**src/rtl/wdog_unlock.sv**
```systemverilog
module wdog_unlock #(
  parameter int          CNT_W      = 14,
  parameter int          PULSE_LEN  = 98,
  parameter logic [7:0]  KEY_FIRST  = 8'h1E,
  parameter logic [7:0]  KEY_SECOND = 8'hE1
) (
  input  logic       clk,
  input  logic       rst_n,
  input  logic       cyc_en,
  input  logic       wr_en,
  input  logic [7:0] wr_data,
  input  logic       idle,
  input  logic       halt_in_idle,
  input  logic       pdown,
  input  logic       pd_wake,
  input  logic       irq_n,
  input  logic       rstout_dis,
  output logic       wdt_reset_req,
  output logic       rst_pin_drive
);

  localparam int                PW    = $clog2(PULSE_LEN + 1);
  localparam logic [CNT_W-1:0]  CLAST = {CNT_W{1'b1}} - 1'b1;

  logic [CNT_W-1:0] cnt;
  logic [PW-1:0]    pls;
  logic             armed, key_half, wake_hold;

  wire in_rst   = (pls != '0);
  wire key_done = wr_en && key_half && (wr_data == KEY_SECOND) && !in_rst;
  wire advance  = armed && cyc_en && !pdown && !wake_hold &&
                  !(idle && halt_in_idle) && !in_rst;
  wire hit      = advance && (cnt == CLAST);

  always_ff @(posedge clk or negedge rst_n) begin
    if (!rst_n) begin
      cnt       <= '0;
      pls       <= '0;
      armed     <= 1'b0;
      key_half  <= 1'b0;
      wake_hold <= 1'b0;
    end else begin
      if (in_rst)     key_half <= 1'b0;
      else if (wr_en) key_half <= (wr_data == KEY_FIRST);

      if (in_rst)       wake_hold <= 1'b0;
      else if (pd_wake) wake_hold <= 1'b1;
      else if (irq_n)   wake_hold <= 1'b0;

      if (hit)         pls <= PW'(PULSE_LEN);
      else if (in_rst) pls <= pls - 1'b1;

      if (hit || in_rst) armed <= 1'b0;
      else if (key_done) armed <= 1'b1;

      if (hit || in_rst || key_done) cnt <= '0;
      else if (advance)              cnt <= cnt + 1'b1;
    end
  end

  assign wdt_reset_req = in_rst;
  assign rst_pin_drive = in_rst && !rstout_dis;

endmodule

```
**config.mk**
```make
export PLATFORM = sky130hd
export DESIGN_NAME = wdog_unlock
export DESIGN_NICKNAME = d
export VERILOG_FILES = /design/src/rtl/wdog_unlock.sv
export SDC_FILE = /design/constraint.sdc
export NUM_CORES = 1
export LEC_CHECK = 0
export BUFFER_PORTS_ARGS = -buffer_cell sky130_fd_sc_hd__buf_4
export CAP_MARGIN = 5
export CORE_AREA = 8 8 59 61
export CTS_BUF_LIST = sky130_fd_sc_hd__clkbuf_2
export DETAILED_ROUTE_END_ITERATION = 8
export DIE_AREA = 0 0 67 69
export MAX_ROUTING_LAYER = met4
export PLACE_DENSITY = 0.88
export SYNTH_ARGS = -nofsm -noshare
export SYNTH_HDL_FRONTEND = slang
export SYNTH_SLANG_ARGS = --single-unit
```
**constraint.sdc**
```tcl
create_clock -name clk -period 2.2 [get_ports clk]
set_clock_uncertainty 0.15 [all_clocks]
set_input_delay 0.11 -clock clk [delete_from_list [all_inputs] [get_ports clk]]
set_output_delay 0.11 -clock clk [all_outputs]
set_load 0.005 [all_outputs]
```
==> summary.md, run 1 <==
| Metric | Value |
|---|---|
| Leak | 0.739 nW |
| Worst-path clk slew | 0.22 ns |
| Min-delay worst type | input port to async pin |
| Top-count cell post-synth | dfrtp_1 |
| Vias in the first global route | 1,289 |
| Drt total wl | roughly 3500 µm |
| Final Setup Violations | 0 |
| Max Clk Rate | roughly 460 MHz |
| Std-Cell Rows | 19 |
| Placed insts | 181 |
| Netlist cell types | 41 |
| Antenna Cells | 0 |
| Fillers | approximately 220 |
| Worst Max-Slew Pin Slew | approximately 0.42 ns |
| Commonest cells in the netlist | dfrtp_1 (24), or4_1 (10), o31ai_1 (9), a21oi_1 (8) |
| Yosys reg bits | 24 |
| Critical Path RT | approximately 1.9 ns |
| Max Cap Viol | 0 |
| Pin count of the biggest net entering global routing | 25 |
| Inserted Clock Buffers | 3 |
| CP peak stage delay | roughly 0.47 ns |
| CTS max path bufs | 2 |
| I/O Buffers | 19 |
| RSZ-0062 raised after global routing | yes |
| Max_slew headroom | between 70% and 80% |
| Cell accounting for the most synthesized area | dfrtp_1 |
| Pre-CTS WS | between 0.01 and 0.015 ns |
| CTS Sinks | 24 |
| DRT iter0 DRCs | 59 |
| CP Capture Type | primary output |
| Routed vias | roughly 1,200 |
| Worst hold margin | about 0.016 ns |
| Syn nets | roughly 150 |
| Final Hold Fails | 0 |
| Async SR Flop Fraction | 100% |
| Max rail drop VDD | around 0.36 mV |
| Worst Path Arrival | approximately 1.9 ns |
| DR WL/cell | around 17 µm |
| Finished Layout Cells | 201 |
| Gr usage total | between 10% and 20% |
| Routed vias/inst | ~6 |
| Final RePlAce weighted congestion | 0.864 |
| Top cells by area, synth | dfrtp_1 (43%), or4_1 (5.4%), o31ai_1 (4.9%) |
| Core area | between 2000 and 3000 µm² |
| Die height | 69 µm |
| Routed Antenna Nets | 0 |
| Avg Cell Area, Syn | 10.7 µm² |
| Synth warnings | 0 |
| Nets | just under 200 |
| CP cell instances | inv_2 > ha_4 > or4b_4 > nor3_4 > buf_6 > inv_6 > buf_6 |
| H-tree levels | 1 |
| Dpl hpwl | 2340 µm |
| Post-synth top area share | 43.3% |
| EDFF count, synth | 0 |
| First-pass GRT wire length | ~5800 µm |
| Status | complete, no violations |
| Total power per unit cell area | roughly 370 nW/µm² |
| Antenna violations before repair | 0 |
| Drt first pass iters | 4 |
| Synthesized area | 1390 µm² |
| Post-route setup slack | approximately 0.028 ns |
| Clock latency on the worst-skew pair | 0.33 ns |
| Share of layout cells above drive strength 1 | around 39% |
| Sequential share of the synthesized area | a little over two fifths |
| Slowest CP cell | or4b_4 |
| TritonCTS clock tree | yes |
| Crit-path max FO | 3 |
| Die area | around 4600 µm² |
| Die W | 67 µm |
| Crit path max-delay family | simple AND/OR/NAND/NOR gates |
| Post-route cell area | roughly 1800 µm² |
| Critical path class | flip-flop to primary output |
| Synthesized instance count | 130 |
| Drt drc | 0 |
| Ys flop type | dfrtp_1 |
| Startpoint Class | flip-flop |
| Area grow syn2layout | 28.5% |
| Crit share post-route | ~99% |
| Crit path time final | ~2.2 ns |
| GR Overflow Total | 0 |
| Placement-stage cell area | 1570 µm² |
| Slew Limit Fails | 0 |
| Initial Utilization | between 50% and 60% |
| Clock root cell | clkbuf_2 |
| TNS Setup | 0 ns |
| Most frequent cell on the critical path | buf_6 |
| Number of top-level pins | 20 |
| Crit path buffers/inverters | 4 |
-- metrics by stage --
step           utilization [%]  power, W
3_5_place_dp              60.2  0.000491
2_1_floorplan                -  0.000455
6_report                  68.1  0.000655
5_1_grt                   68.1  0.000683
3_3_place_gp              60.2  0.000489
4_1_cts                   66.6  0.000657
-- power breakdown --
part	leakage, nW	switching, W	internal, W
registers	0.321	0	0.000442
logic	0.406	0.0000198	0.0000289
clock network	0.0125	0.000128	0.0000371
-- path summary, 6_finish.rpt --
| check | slack (ns) | startpoint | cells after the start | end |
|---|---|---|---|---|
| max reg2reg | 0.10 | pls[0]$_DFFE_PN0P_ | 9 | pls[3]$_DFFE_PN0P_ |
| min reg2reg | 0.41 | armed$_DFFE_PN0P_ | 2 | armed$_DFFE_PN0P_ |
| max in group asynchronous | 1.65 | rst_n | 2 | cnt[1]$_DFFE_PN0P_ |
| min in group clk | 0.02 | wr_data[7] | 3 | armed$_DFFE_PN0P_ |
| min | 0.02 | rst_n | 2 | cnt[12]$_DFFE_PN0P_ |
| max | 0.03 | pls[0]$_DFFE_PN0P_ | 7 | wdt_reset_req |
-- state kept, by name, summed over array words and instances, names as in the netlist --
name / cells
wake_hold: 1
armed: 1
key_half: 1
pls: 7
cnt: 14
-- per-layer routing --
layer,GRT usage [%],wire (µm),vias up
met1,18.0,1410,595
met5,-,0,-
li1,-,-,574
met3,2.75,173,8
met4,5.81,74,0
met2,26.7,1820,30
-- kinds of logic after synthesis --
kind of cell | share of synthesized area [%]
mux | 0.812
compound gates | 17.8
buf+inv | 3.34
simple gates | 28.3
fa+ha+maj | 2.71
xor+xnor | 3.79
flops | 43.3
-- layout make-up --
class / count / area (µm²) / area share (%)
tap: 31 / 38.8 / 2.18
clock buffer: 3 / 15.0 / 0.843
timing repair buffer: 39 / 329 / 18.5
sequential: 24 / 601 / 33.7
inverter: 8 / 35.0 / 1.97
multi-input combinational: 96 / 763 / 42.8
-- layout by cell type, fill, tap and decap left out, types with 3 or more instances in the layout --
master / instances
clkbuf_2: 3
xor2_1: 3
dfrtp_1: 24
a21oi_2: 7
nor2_2: 3
buf_6: 3
nor4b_1: 3
a21oi_1: 8
buf_4: 30
inv_1: 5
or4_1: 10
nor2_1: 3
o21ai_0: 3
nand3_1: 6
dlygate4sd3_1: 5
o31ai_1: 9
xnor2_1: 3
nand2_1: 5
-- timing repair --
action,in CTS,in global routing
hold buffers,5,0
setup endpoints to repair,4,20
resized for setup,5,7
buffers inserted,10,2
pin swaps,2,3
endpoints found under the hold margin,26,0
Power figures use the tool's default switching activity.
==> inputs of run 2 (changes only) <==
--- a/config.mk
+++ b/config.mk
@@ -7,12 +7,14 @@
 export LEC_CHECK = 0
 export BUFFER_PORTS_ARGS = -buffer_cell sky130_fd_sc_hd__buf_4
 export CAP_MARGIN = 5
-export CORE_AREA = 8 8 59 61
+export CELL_PAD_IN_SITES_DETAIL_PLACEMENT = 1
+export CELL_PAD_IN_SITES_GLOBAL_PLACEMENT = 2
+export CORE_AREA = 8 8 70 72
 export CTS_BUF_LIST = sky130_fd_sc_hd__clkbuf_2
 export DETAILED_ROUTE_END_ITERATION = 8
-export DIE_AREA = 0 0 67 69
+export DIE_AREA = 0 0 78 80
 export MAX_ROUTING_LAYER = met4
-export PLACE_DENSITY = 0.88
+export PLACE_DENSITY = 0.91
 export SYNTH_ARGS = -nofsm -noshare
 export SYNTH_HDL_FRONTEND = slang
 export SYNTH_SLANG_ARGS = --single-unit
==> run 2 against run 1 <==
Effect of this change:
- sequential power about the same
- combinational power rose by 16%
- largest cell class unchanged
- worst hold slack gained 0.025 ns
- register-to-register slack worse by 0.10 ns
- critical path type unchanged
- the flow now finishes with violations (setup timing)
- routed wire length is 14% higher
- utilization down 19 points
- critical endpoint is now rst_pin_drive
- sequential share of layout area fell by 2.3 points
- count of clock-buffer cells in the layout is the same
- final area grew 7.3%
- critical path depth unchanged
- global-route usage down 2.8 points
==> summary.md, run 2 (same netlist as run 1, synthesis figures left out) <==
| Metric | Value |
|---|---|
| Clock root cell | clkbuf_2 |
| Routed Antenna Nets | 0 (unchanged) |
| Met2 routed WL | 2070 µm (+14%) |
| Inserted Clock Buffers | 3 (unchanged) |
| Initial Utilization | 36.0% (-17 points) |
| Hold Path Origin | wr_data[4] |
| Antenna Cells | 0 (unchanged) |
| Routed vias/inst | 5.43 (-9.5%) |
| Drt first pass iters | 4 (unchanged) |
| Most frequent cell on the critical path | buf_6 |
| Pre-CTS WS | 0.00833 ns (-0.00205 ns) |
| Dpl hpwl | 2660 µm (+14%) |
| Clock latency on the worst-skew pair | 0.36 ns (+0.03 ns) |
| Number of top-level pins | 20 (unchanged) |
| Critical Path RT | 1.94 ns (about the same) |
| DRT iter0 DRCs | 27 (-54%) |
| Uppermost layer routed | met4 |
| Vias in the first global route | 1,357 (+5.3%) |
| Max reg flops | 14 (unchanged) |
| Drt drc | 0 (unchanged) |
| Final RePlAce weighted congestion | 0.812 (-6.0%) |
| CTS max path bufs | 2 (unchanged) |
| Final Hold Fails | 0 (unchanged) |
| Slowest CP cell | or4b_4 |
| Die area | 6240 µm² (+35%) |
| RR Endpoint | pls[2]$_DFFE_PN0P_ |
| Max_slew headroom | 53.8% (-18 points) |
| TritonCTS clock tree | yes |
| Antenna violations before repair | 0 (unchanged) |
| Commonest cells after routing, fill and taps aside | buf_4 (32), dfrtp_1 (24), or4_1 (10), o31ai_1 (9) |
| Area grow syn2layout | 37.9% |
| Slew Limit Fails | 0 (unchanged) |
| First-pass GRT wire length | 6530 µm (+12%) |
| Nets | 199 (+3.1%) |
| Switching power | 0.000171 W (+16%) |
| Critical path class | flip-flop to primary output |
| Drt total wl | 3940 µm (+14%) |
| Final Setup Violations | 2 (+2) |
| Post-Route M1 WL | 1680 µm (+20%) |
| Comb pwr share | 7.0% (-0.4 points) |
| Max rail drop VDD | 0.151 mV (-58%) |
| H-tree levels | 1 (unchanged) |
| Clk network pwr share | 38.0% (+13 points) |
| Worst R2R Path Depth | 9 (unchanged) |
| Die height | 80 µm (+16%) |
| Top flop regs | cnt: 14 flops, pls: 7 flops |
| Startpoint Class | flip-flop |
| Crit share post-route | 102% (+2.9 points) |
| Worst hold margin | 0.0411 ns (+0.0246 ns) |
| I/O Buffers | 19 (unchanged) |
| Crit path buffers/inverters | 3 (-1) |
| Met3 routed WL | 142 µm (-18%) |
| Std-Cell Rows | 23 (+4) |
| TNS Setup | -0.0686 ns (-0.0686 ns) |
| Crit-path max FO | 3 (unchanged) |
| Routed vias | 1,233 (+2.2%) |
| Internal power | 0.000633 W (+25%) |
| Sequential share of power | 55.0% (-12 points) |
| CP Capture Type | primary output |
| Post-route setup slack | -0.0364 ns (-0.0646 ns) |
| CTS Sinks | 24 (unchanged) |
| Worst-path clk slew | 0.28 ns (+0.06 ns) |
| Min-Delay Endpoint | armed$_DFFE_PN0P_ |
| Commonest non-fill, non-tap cell in the layout | buf_4 |
| R2r setup slk | 0 ns (-0.10 ns) |
| Max Cap Viol | 0 (unchanged) |
| Hold Path Stages | 4 |
| Failing checks | setup timing |
| Leak | 0.812 nW (+9.8%) |
| Worst Max-Slew Pin Slew | 0.693 ns (+0.274 ns) |
| CP peak stage delay | 0.48 ns (about the same) |
| Min-delay worst type | input port to flip-flop |
| R2r startpoint | pls[0]$_DFFE_PN0P_ |
| CP cell instances | inv_2 > ha_4 > or4b_4 > nor3_4 > buf_6 > nor2_4 > buf_6 |
| Gr usage total | 13.1% (-2.8 points) |
| Pin count of the biggest net entering global routing | 15 (-40%) |
| RSZ-0062 raised after global routing | yes |
| Crit path max-delay family | simple AND/OR/NAND/NOR gates |
| Largest Register | cnt |
| Sw frac | 21.3% (-1.2 points) |
| Die W | 78 µm (+16%) |
| Total power per unit cell area | 421 nW/µm² (+14%) |
| GR Overflow Total | 0 (unchanged) |
| Crit path time final | 2.24 ns (+0.0646 ns) |
| Worst Path Arrival | 1.98 ns (+0.07 ns) |
| Max Clk Rate | 447 MHz (-2.9%) |
| Status | finished with violations |
| Core area | 3860 µm² (+47%) |
| DR WL/cell | 17.4 µm (+0.70%) |
| Share of layout cells above drive strength 1 | 40.1% (+0.70 points) |
[run 2: power by group through the flow]
stage	logic (W)	registers, W	clock network (W)
after floorplan	0.00000569	0.000450	0
after global placement	0.0000408	0.000449	0
after detailed placement	0.0000421	0.000449	0
after CTS	0.0000529	0.000442	0.000307
after global routing	0.0000624	0.000443	0.000329
final	0.0000563	0.000442	0.000305
[run 2: worst reg2reg max path: stages (launching register included)]
cell and delay, ns:
dfrtp_1 0.46, inv_2 0.08, ha_4 0.13, or4b_4 0.48, nor3_4 0.17, buf_6 0.17, buf_4 0.12, buf_4 0.09
nor2_1 0.03, mux2_2 0.26
[run 2: what timing repair did]
item | in CTS | in global routing
pin swaps | 2 | 2
endpoints found under the hold margin | 27 | 1
buffers inserted | 8 | 6
setup endpoints to repair | 11 | 30
gates resized for setup | 10 | 7
hold buffers | 8 | 1
[run 2: worst max path at each step]
stage | slack (ns) | start | cells past startpoint | end
CTS | -0.06 | pls[0]$_DFFE_PN0P_ | 7 | rst_pin_drive
global placement | 0.12 | pls[0]$_DFFE_PN0P_ | 7 | pls[2]$_DFFE_PN0P_
finish | -0.04 | pls[0]$_DFFE_PN0P_ | 7 | rst_pin_drive
floorplan | 0.20 | pls[0]$_DFFE_PN0P_ | 6 | cnt[1]$_DFFE_PN0P_
global route | -0.12 | pls[0]$_DFFE_PN0P_ | 7 | rst_pin_drive
detailed placement | 0.008 | pls[0]$_DFFE_PN0P_ | 7 | pls[2]$_DFFE_PN0P_
[run 2: routing by layer]
| layer | up-vias | track usage [%] |
|---|---|---|
| met5 | - | - |
| met4 | 0 | 2.22 |
| met3 | 6 | 3.04 |
| met2 | 20 | 23.9 |
| met1 | 617 | 14.2 |
| li1 | 590 | - |
[run 2: through the flow]
stage | power, W | cells | instance area (µm²) | utilization (%)
6_report | 0.000804 | 227 | 1910 | 49.6
5_1_grt | 0.000834 | 227 | 1910 | 49.6
4_1_cts | 0.000802 | 220 | 1830 | 47.3
3_5_place_dp | 0.000492 | 200 | 1610 | 41.8
3_3_place_gp | 0.000490 | 200 | 1610 | 41.8
2_1_floorplan | 0.000455 | 130 | 1390 | -
[run 2: area by class of cell]
type / instances / area [µm²]
fill: 429 / 1940
multi-input combinational: 96 / 779
sequential: 24 / 601
timing repair buffer: 45 / 387
tap: 50 / 62.6
inverter: 8 / 37.5
clock inverter: 1 / 30.0
clock buffer: 3 / 15.0
==> inputs of run 3 (changes only) <==
--- a/config.mk
+++ b/config.mk
@@ -5,7 +5,7 @@
 export SDC_FILE = /design/constraint.sdc
 export NUM_CORES = 1
 export LEC_CHECK = 0
-export BUFFER_PORTS_ARGS = -buffer_cell sky130_fd_sc_hd__buf_4
+export BUFFER_PORTS_ARGS = -buffer_cell sky130_fd_sc_hd__clkbuf_2
 export CAP_MARGIN = 5
 export CELL_PAD_IN_SITES_DETAIL_PLACEMENT = 1
 export CELL_PAD_IN_SITES_GLOBAL_PLACEMENT = 2
==> run 3 against run 2 <==
Effect of this change:
- the flow now finishes without violations
- cell count shrank 4.0%
- setup slack gained 0.049 ns
- global-route usage grew 0.25 points
- first-iteration DRC count grew to 2.5 times the previous value
- sequential power is essentially flat
- utilization shrank 4.5 points
- critical path type unchanged
- final area shrank 9.0%
- count of clock-buffer cells in the layout is the same
- maximum frequency grew 2.2%
- die area is the same
- non-clock buffer count shrank 9
==> summary.md, run 3 (same netlist as run 1, synthesis figures left out) <==
| Metric | Value |
|---|---|
| R2r setup slk | 0.09 ns (+0.09 ns) |
| Top flop regs | cnt: 14 flops, pls: 7 flops |
| Drt drc | 0 (unchanged) |
| Gr usage total | 13.3% (+0.25 points) |
| Leak | 0.725 nW (-11%) |
| Pin count of the biggest net entering global routing | 25 (+10) |
| Commonest non-fill, non-tap cell in the layout | dfrtp_1 |
| Max Clk Rate | 457 MHz (+2.2%) |
| Max reg flops | 14 (unchanged) |
| Dpl hpwl | 2640 µm (-0.64%) |
| Max Cap Viol | 0 (unchanged) |
| Die height | 80 µm (unchanged) |
| Share of layout cells above drive strength 1 | 36.9% (-3.2 points) |
| Drt total wl | 3700 µm (-6.2%) |
| Fillers | 448 (+4.4%) |
| Worst R2R Path Depth | 8 (-1) |
| Crit share post-route | 99.4% (-2.2 points) |
| RSZ-0062 raised after global routing | yes |
| Final RePlAce weighted congestion | 0.826 (+1.7%) |
| Critical Path RT | 1.94 ns (about the same) |
| Commonest cells after routing, fill and taps aside | dfrtp_1 (23), clkbuf_2 (21), or4_1 (10), o31ai_1 (9), buf_4 (9) |
| Worst Path Arrival | 1.93 ns (-0.05 ns) |
| Routed vias | 1,221 (-0.97%) |
| Worst Max-Slew Pin Slew | 0.624 ns (-0.0683 ns) |
| Initial Utilization | 36.0% (unchanged) |
| DRT iter0 DRCs | 68 (+150%) |
| Clock latency on the worst-skew pair | 0.36 ns (about the same) |
| H-tree levels | 1 (unchanged) |
| Drt first pass iters | 4 (unchanged) |
| Hold Path Origin | halt_in_idle |
| TNS Setup | 0 ns (+0.0686 ns) |
| Total power per unit cell area | 384 nW/µm² (-8.7%) |
| Die W | 78 µm (unchanged) |
| Max rail drop VDD | 0.187 mV (+24%) |
| R2r startpoint | pls[1]$_DFFE_PN0P_ |
| Antenna violations before repair | 0 (unchanged) |
| Largest Register | cnt |
| Min-delay worst type | input port to flip-flop |
| RR Endpoint | pls[2]$_DFFE_PN0P_ |
| Vias in the first global route | 1,391 (+2.5%) |
| Core area | 3860 µm² (unchanged) |
| Status | complete, no violations |
| TritonCTS clock tree | yes |
| Routed vias/inst | 5.60 (+3.1%) |
| Clock root cell | clkbuf_2 |
| Final Setup Violations | 0 (-2) |
| Startpoint Class | flip-flop |
| Routed Antenna Nets | 0 (unchanged) |
| Crit-path max FO | 3 (unchanged) |
| Antenna Cells | 0 (unchanged) |
| CP Capture Type | primary output |
| Slew Limit Fails | 0 (unchanged) |
| Worst-path clk slew | 0.24 ns (-0.04 ns) |
| Number of top-level pins | 20 (unchanged) |
| Max_slew headroom | 58.4% (+4.6 points) |
| GR Overflow Total | 0 (unchanged) |
| CTS max path bufs | 2 (unchanged) |
| Crit path time final | 2.19 ns (-0.0486 ns) |
| Hold Path Stages | 3 (-1) |
| CTS Sinks | 24 (unchanged) |
| Inserted Clock Buffers | 3 (unchanged) |
| Core Util, Final | 45.1% (-4.5 points) |
| DR WL/cell | 17.0 µm (-2.3%) |
| Nets | 190 (-4.5%) |
| Die area | 6240 µm² (unchanged) |
| I/O Buffers | 19 (unchanged) |
| Critical path class | flip-flop to primary output |
| First-pass GRT wire length | 6650 µm (+1.9%) |
| Std-Cell Rows | 23 (unchanged) |
| Final Hold Fails | 0 (unchanged) |
| Area grow syn2layout | 25.5% |
| Min-Delay Endpoint | cnt[1]$_DFFE_PN0P_ |
## run 3: report_power, final
group | internal (W) | total, W | switching, W
clock | 0.0000395 | 0.000186 | 0.000146
combinational | 0.0000202 | 0.0000399 | 0.0000197
sequential | 0.000442 | 0.000442 | 0
total | 0.000502 | 0.000668 | 0.000166
## run 3: what timing repair did
action | in CTS | in global routing
setup endpoints to repair | 3 | 10
hold endpoints to repair | 27 | 0
buffers inserted | 6 | 1
resized for setup | 9 | 4
gates cloned | 0 | 0
pin swaps | 2 | 1
hold buffers | 7 | 0
## run 3: layer usage
metal	up-vias	share of wire, %	GRT usage [%]
li1	574	-	-
met1	613	42	14.8
met2	25	52	23.3
met3	9	4.1	2.93
met4	0	1.8	4.07
met5	-	0	-
## run 3: critical path, cell delays in order (launching register included)
cell and delay (ns):
dfrtp_1 0.45, inv_2 0.08, ha_4 0.13, or4b_4 0.47
nor3_4 0.15, buf_6 0.15, nor2_2 0.03, clkbuf_2 0.10
## run 3: how the worst max path moves through the flow
stage / to / depth (start not counted) / slack, ns / from
after floorplan: cnt[1]$_DFFE_PN0P_ / 6 / 0.20 / pls[0]$_DFFE_PN0P_
after global placement: pls[2]$_DFFE_PN0P_ / 7 / 0.12 / pls[0]$_DFFE_PN0P_
after detailed placement: pls[2]$_DFFE_PN0P_ / 7 / 0.03 / pls[0]$_DFFE_PN0P_
after CTS: rst_pin_drive / 7 / -0.04 / pls[1]$_DFFE_PN0P_
after global routing: rst_pin_drive / 7 / -0.09 / pls[1]$_DFFE_PN0P_
final: rst_pin_drive / 7 / 0.01 / pls[1]$_DFFE_PN0P_
## run 3: area by class of cell
| class | count | area [µm²] | area share [%] |
|---|---|---|---|
| Multi-Input combinational cell | 96 | 768 | 44.2 |
| Sequential cell | 24 | 602 | 34.6 |
| Timing Repair Buffer | 36 | 250 | 14.4 |
| Tap cell | 50 | 62.6 | 3.60 |
| Inverter | 8 | 37.5 | 2.16 |
| Clock buffer | 3 | 15.0 | 0.863 |
| Clock inverter | 1 | 3.75 | 0.216 |
## run 3: metrics by stage
stage                     hold WS [ns]  power (W)  setup WS (ns)  cells  cell area (µm²)
after floorplan                 -0.336   0.000455          0.204    130             1390
after global placement        0.000797   0.000481          0.122    200             1550
after detailed placement       0.00621   0.000483         0.0310    200             1550
after CTS                       0.0225   0.000673        -0.0404    217             1710
after global routing            0.0136   0.000699        -0.0892    218             1740
final                           0.0293   0.000668         0.0122    218             1740
